`src/rtl/hiz_pkg.sv`:
```
package hiz_pkg;
  localparam int NUM_FAULT_IN = 4;
  localparam int NUM_FLAGS    = NUM_FAULT_IN + 1;
  localparam int IDX_A        = 0;
  localparam int IDX_B        = 1;
  localparam int IDX_C        = 2;
  localparam int IDX_SINGLE   = 3;
  localparam int IDX_CMP      = 4;
  typedef logic [NUM_FLAGS-1:0] flag_vec_t;
endpackage

```
`src/rtl/fault_edge_sync.sv`:
```
module fault_edge_sync #(
  parameter int WIDTH  = 4,
  parameter int STAGES = 2
) (
  input  logic             clk,
  input  logic             rst,
  input  logic [WIDTH-1:0] in_n,
  output logic [WIDTH-1:0] fall_o
);
  logic [WIDTH-1:0] prev_q;
  logic [WIDTH-1:0] synced;

  for (genvar g = 0; g < WIDTH; g++) begin : g_bit
    logic [STAGES-1:0] chain_q;
    always_ff @(posedge clk) begin
      if (rst) chain_q <= '1;
      else     chain_q <= {chain_q[STAGES-2:0], in_n[g]};
    end
    assign synced[g] = chain_q[STAGES-1];
  end

  always_ff @(posedge clk) begin
    if (rst) prev_q <= '1;
    else     prev_q <= synced;
  end

  assign fall_o = prev_q & ~synced;


  single_pulse_chk: assert property (@(posedge clk) disable iff (rst)
    (fall_o != '0) |=> ((fall_o & $past(fall_o)) == '0));
endmodule

```
`src/rtl/fault_flag_bank.sv`:
```
module fault_flag_bank #(
  parameter int N = 5
) (
  input  logic         clk,
  input  logic         rst,
  input  logic [N-1:0] set_i,
  input  logic         clr_we_i,
  input  logic [N-1:0] clr_mask_i,
  output logic [N-1:0] flag_o
);
  logic [N-1:0] flag_q;
  logic [N-1:0] clr_hit;

  assign clr_hit = clr_we_i ? clr_mask_i : '0;

  always_ff @(posedge clk) begin
    if (rst) flag_q <= '0;
    else     flag_q <= set_i | (flag_q & ~clr_hit);
  end

  assign flag_o = flag_q;


  flag_set_chk: assert property (@(posedge clk) disable iff (rst)
    (set_i != '0) |=> ((flag_q & $past(set_i)) == $past(set_i)));

  flag_hold_chk: assert property (@(posedge clk) disable iff (rst)
    (!clr_we_i) |=> ((flag_q & $past(flag_q)) == $past(flag_q)));

  flag_clear_chk: assert property (@(posedge clk) disable iff (rst)
    (clr_we_i && ((clr_mask_i & set_i) == '0)) |=> ((flag_q & $past(clr_mask_i)) == '0));

  set_wins_chk: assert property (@(posedge clk) disable iff (rst)
    (clr_we_i && ((clr_mask_i & set_i) != '0)) |=> ((flag_q & $past(clr_mask_i & set_i)) != '0));
endmodule

```
`src/rtl/hiz_gate.sv`:
```
module hiz_gate #(
  parameter int NUM_PAIRS = 3,
  parameter int NUM_CH0   = 4,
  localparam int HC_PINS  = 2 * NUM_PAIRS
) (
  input  logic               hc_trip,
  input  logic               ch0_trip,
  input  logic [NUM_PAIRS-1:0] pair_en,
  input  logic [NUM_CH0-1:0] ch0_en,
  input  logic [HC_PINS-1:0] hc_func_ok,
  input  logic [NUM_CH0-1:0] ch0_func_ok,
  output logic [HC_PINS-1:0] hc_hiz,
  output logic [NUM_CH0-1:0] ch0_hiz
);
  for (genvar p = 0; p < NUM_PAIRS; p++) begin : g_pair
    logic pair_trip;
    assign pair_trip         = hc_trip & pair_en[p];
    assign hc_hiz[2*p]       = pair_trip & hc_func_ok[2*p];
    assign hc_hiz[2*p+1]     = pair_trip & hc_func_ok[2*p+1];
  end

  for (genvar c = 0; c < NUM_CH0; c++) begin : g_ch0
    assign ch0_hiz[c] = ch0_trip & ch0_en[c] & ch0_func_ok[c];
  end
endmodule

```
`src/rtl/pin_fault_hiz.sv`:
```
module pin_fault_hiz
  import hiz_pkg::*;
#(
  parameter int NUM_PAIRS   = 3,
  parameter int NUM_CH0     = 4,
  parameter int SYNC_STAGES = 2,
  localparam int HC_PINS    = 2 * NUM_PAIRS
) (
  input  logic                    clk,
  input  logic                    rst,
  input  logic [NUM_FAULT_IN-1:0] fault_n,
  input  logic                    cmp_fault,
  input  logic                    cmp_en,
  input  logic                    f8_en,
  input  logic [NUM_FLAGS-1:0]    irq_en,
  input  logic                    sw_we,
  input  logic                    sw_hc_req,
  input  logic                    sw_ch0_req,
  input  logic                    clr_we,
  input  logic [NUM_FLAGS-1:0]    clr_mask,
  input  logic [NUM_PAIRS-1:0]    hc_pair_en,
  input  logic [NUM_CH0-1:0]      ch0_en,
  input  logic [HC_PINS-1:0]      hc_func_ok,
  input  logic [NUM_CH0-1:0]      ch0_func_ok,
  output logic [HC_PINS-1:0]      hc_hiz,
  output logic [NUM_CH0-1:0]      ch0_hiz,
  output logic [NUM_FLAGS-1:0]    flags,
  output logic                    irq
);
  logic [NUM_FAULT_IN-1:0] fall;
  flag_vec_t               set_vec;
  flag_vec_t               flag_q;
  logic                    sw_hc_q, sw_ch0_q;
  logic                    hc_trip, ch0_trip;

  fault_edge_sync #(.WIDTH(NUM_FAULT_IN), .STAGES(SYNC_STAGES)) u_sync (
    .clk(clk), .rst(rst), .in_n(fault_n), .fall_o(fall)
  );

  assign set_vec = {cmp_fault, fall};

  fault_flag_bank #(.N(NUM_FLAGS)) u_flags (
    .clk(clk), .rst(rst), .set_i(set_vec), .clr_we_i(clr_we),
    .clr_mask_i(clr_mask), .flag_o(flag_q)
  );

  always_ff @(posedge clk) begin
    if (rst) begin
      sw_hc_q  <= 1'b0;
      sw_ch0_q <= 1'b0;
    end else if (sw_we) begin
      sw_hc_q  <= sw_hc_req;
      sw_ch0_q <= sw_ch0_req;
    end
  end

  assign hc_trip  = flag_q[IDX_A] | flag_q[IDX_B] | flag_q[IDX_C]
                  | (flag_q[IDX_CMP] & cmp_en) | sw_hc_q;
  assign ch0_trip = (flag_q[IDX_SINGLE] & f8_en) | sw_ch0_q;

  hiz_gate #(.NUM_PAIRS(NUM_PAIRS), .NUM_CH0(NUM_CH0)) u_gate (
    .hc_trip(hc_trip), .ch0_trip(ch0_trip), .pair_en(hc_pair_en),
    .ch0_en(ch0_en), .hc_func_ok(hc_func_ok), .ch0_func_ok(ch0_func_ok),
    .hc_hiz(hc_hiz), .ch0_hiz(ch0_hiz)
  );

  assign flags = flag_q;
  assign irq   = |(flag_q & irq_en);


  reset_quiet_chk: assert property (@(posedge clk)
    rst |=> (flags == '0 && hc_hiz == '0 && ch0_hiz == '0 && !irq));

  hc_isolation_chk: assert property (@(posedge clk) disable iff (rst)
    (flag_q[IDX_C:IDX_A] == '0 && !flag_q[IDX_CMP] && !sw_hc_q) |-> (hc_hiz == '0));

  ch0_isolation_chk: assert property (@(posedge clk) disable iff (rst)
    (!flag_q[IDX_SINGLE] && !sw_ch0_q) |-> (ch0_hiz == '0));

  func_gate_chk: assert property (@(posedge clk) disable iff (rst)
    ((hc_hiz & ~hc_func_ok) == '0) && ((ch0_hiz & ~ch0_func_ok) == '0));
endmodule

```
`config.mk`:
```
export PLATFORM = sky130hd
export DESIGN_NAME = pin_fault_hiz
export DESIGN_NICKNAME = d
export VERILOG_FILES = /design/src/rtl/hiz_pkg.sv /design/src/rtl/fault_edge_sync.sv /design/src/rtl/fault_flag_bank.sv /design/src/rtl/hiz_gate.sv /design/src/rtl/pin_fault_hiz.sv
export SDC_FILE = /design/constraint.sdc
export NUM_CORES = 1
export LEC_CHECK = 0
export BUFFER_PORTS_ARGS = -buffer_cell sky130_fd_sc_hd__buf_2
export CORE_MARGIN = 10
export CORE_UTILIZATION = 25
export DETAILED_ROUTE_END_ITERATION = 12
export PLACE_DENSITY = 0.68
export SLEW_MARGIN = 20
export SYNTH_ARGS = -nofsm -noshare
export SYNTH_HDL_FRONTEND = slang
export SYNTH_SLANG_ARGS = --single-unit
```
`constraint.sdc`:
```
create_clock -name clk -period 1.08 [get_ports clk]
set_clock_uncertainty 0.1 [all_clocks]
set_input_delay 0.216 -clock clk [delete_from_list [all_inputs] [get_ports clk]]
set_output_delay 0.216 -clock clk [all_outputs]
set_load 0.01 [all_outputs]
```
==> flow_summary.yaml <==
outcome:
  status: "finished with violations"
  violations: "negative setup slack"
critical_path:
  worstSetupEndpoint: "hc_hiz[5]"
  end_kind: "primary output"
  regToRegStartpoint: "u_flags.flag_o[3]"
  critPathMaxStageDelay_ps: 370
  cpMaxStageDelayCell: "dfxtp_4"
  critPathKind: "flop to primary output"
  r2r_slack_ps: 30
  critPathMaxFanout: 6
  cp_cell_sequence: "nor4_4 > buf_6 > a21oi_2 > buf_2"
  reg2reg_depth: 4
  r2r_end: "u_flags.flag_o[3]"
  cp.required_ps: 760
  critPathArrivalTime_ps: 1280
  crit_start: "u_flags.flag_o[2]"
  cp-start-kind: "flop"
yosys:
  synth-seq-cells: 19
  syn_inst: 72
  yosys.area.top_type: "dfxtp_1"
  synth.distinct_cells: 16
  ys_seq_area_share_pct: 52.5
  synth_top_area_share_pct: 52.5
  yosys_warnings: 0
  postSynthAreaPerCell_sq_um: 10.1
  synthesis.area_sq_um: 724
  synth.area.top_cells: "dfxtp_1, or2_2, a21oi_1"
  syn_nets: 112
sta:
  setup_viol: 16
  slew_headroom_pct: 77.8
  max_clock_freq_ghz: 0.627
  hold_viol_final: 0
  postLayoutSetupSlackWorst_ps: -514
  min_period_ps: 1590
  tns_ps: -5610
  drv_slew: 0
  finalCritPeriodShare_pct: 148
  rsz0062_at_grt: "true"
  worstMarginPinSlew_ps: 332
grt:
  antenna_found_initial: 0
  grt_remaining_overflow: 0
  grt.total_usage_pct: 8.11
  grt_max_degree: 20
  grt_pass1_wl_microns: 3530
  grt_pass1_vias: 780
cts:
  clock_latency_ps: 290
  clock_path_buffers: 2
  cts_tree: "built"
  cts_sinks: 19
  cts.root.buffer_cell: "clkbuf_4"
  cts_made_buffers: 3
  clkSlewWorstSetupHoldPaths_ps: 100
  htreeDepth: 1
drt:
  finalWirelength_microns: 2480
  drc: 0
  vias: 769
  final_antenna_net_count: 0
  via_per_inst: 4.47
  wl_per_cell_microns: 14.4
  drt_first_pass_iters: 4
  drt_iter0_drc: 18
min_path:
  min_path_type: "primary input to flop"
flow_run:
  max-cap-violations: 0
floorplanning:
  core_sq_mm: 0.00276
  initial_core_util_pct: 26.3
  die_w_microns: 73.8
  chipHeight_microns: 73.8
  rows: 19
  die-area_sq_mm: 0.00545
  ios: 56
layout:
  layout_common_cells: "buf_2, buf_6, dfxtp_1, or2_2, nand2_1"
  final_layout_size_suffix_gt1_share_pct: 68.8
  fin_util_pct: 45.7
  postLayoutCellArea_sq_mm: 0.00126
  antenna_cells: 0
  final_common_cell: "buf_2"
  finalNetCount: 182
  area_delta_synth_final_pct: 73.9
  n_fill_cell: 253
power_and_ir_drop:
  p_leak_nw: 0.616
  powerDensity_mw_per_mm2: 1100
  peakVddDrop_mv: 0.749
place:
  numPortBuffers: 55
  dp_hpwl_microns: 2000
  dpl_cell_area_sq_mm: 0.00107
  gp_congestion: 0.839
==> metal layers <==
layer	vias up	wire length (microns)	part of all wire [%]	track usage, %
met5	-	0	0	0
met1	337	832	34	6.60
met4	0	25	1.0	1.24
met3	2	362	15	6.46
met2	45	1260	51	15.1
li1	385	-	-	-
==> cell usage after synthesis (all sizes together) <==
master,number
nor4,1
nand2,8
a21oi,10
a222oi,1
a21o,1
a22oi,1
or2,12
mux2i,2
buf,1
a21bo,4
and3,4
nor2,2
nand2b,4
o21ba,1
dfxtp,19
a21boi,1
==> cell families (layout without fill, tap and decap cells) <==
logic type | count (synthesis) | after routing | synth area share, %
buffers and inverters | 1 | 70 | 1.04
multiplexers | 2 | 2 | 2.76
AND/OR/NAND/NOR | 31 | 31 | 25.4
flip-flops | 19 | 19 | 52.5
AO/OA/AOI/OAI | 19 | 19 | 18.3
==> critical path, delay by kind of cell (launching register included) <==
family | cells | cell delay (ps)
AND/OR/NAND/NOR | 1 | 250
AO/OA/AOI/OAI | 1 | 50
flip-flops | 1 | 370
buffers and inverters | 2 | 320
==> final cells by class <==
type / instances / area (sq um) / area share (%)
timing repair buffer: 66 / 432 / 34.3
sequential: 19 / 395 / 31.4
multi-input combinational: 52 / 368 / 29.2
tap: 31 / 38.8 / 3.08
clock buffer: 4 / 26.3 / 2.09
==> timing repair <==
| item | 4_1_cts | 5_1_grt |
|---|---|---|
| endpoints found under the hold margin | 4 | 0 |
| hold buffers | 4 | 0 |
| pin swaps | 7 | 3 |
| gates cloned | 0 | 0 |
| endpoints found under the setup margin | 16 | 16 |
| resized for setup | 11 | 16 |
| setup buffers | 1 | 1 |
==> state kept, by name, indices dropped and copies added (netlist names) <==
signal and count:
u_sync.prev_q 4, sw_ch0_q 1, u_sync.g_bit.chain_q 8, sw_hc_q 1, u_flags.flag_o 5
==> worst min path at each step <==
stage,startpoint,endpoint,slack [ps],cells past startpoint
6_report,cmp_fault,u_flags.flag_o[4],40,2
5_1_grt,cmp_fault,u_flags.flag_o[4],30,2
4_1_cts,cmp_fault,u_flags.flag_o[4],40,2
3_5_place_dp,u_sync.g_bit[0].chain_q[0],u_sync.g_bit[0].chain_q[1],300,1
3_3_place_gp,u_sync.g_bit[2].chain_q[0],u_sync.g_bit[2].chain_q[1],290,1
2_1_floorplan,fault_n[0],u_sync.g_bit[0].chain_q[0],220,1
==> where the power goes <==
part	internal (mW)	switching (mW)
logic	0.177	0.122
clock network	0.144	0.197
registers	0.730	0.0195
==> per-stage QoR <==
stage	std cells	hold slack, ps	worst slack, ps	power [mW]
after floorplan	72	220	-103	0.868
after global placement	162	291	-213	0.997
after detailed placement	162	295	-271	1.01
after CTS	171	38.7	-537	1.38
after global routing	172	29.1	-596	1.48
final	172	43.3	-514	1.39
(Power assumes the default switching activity.)
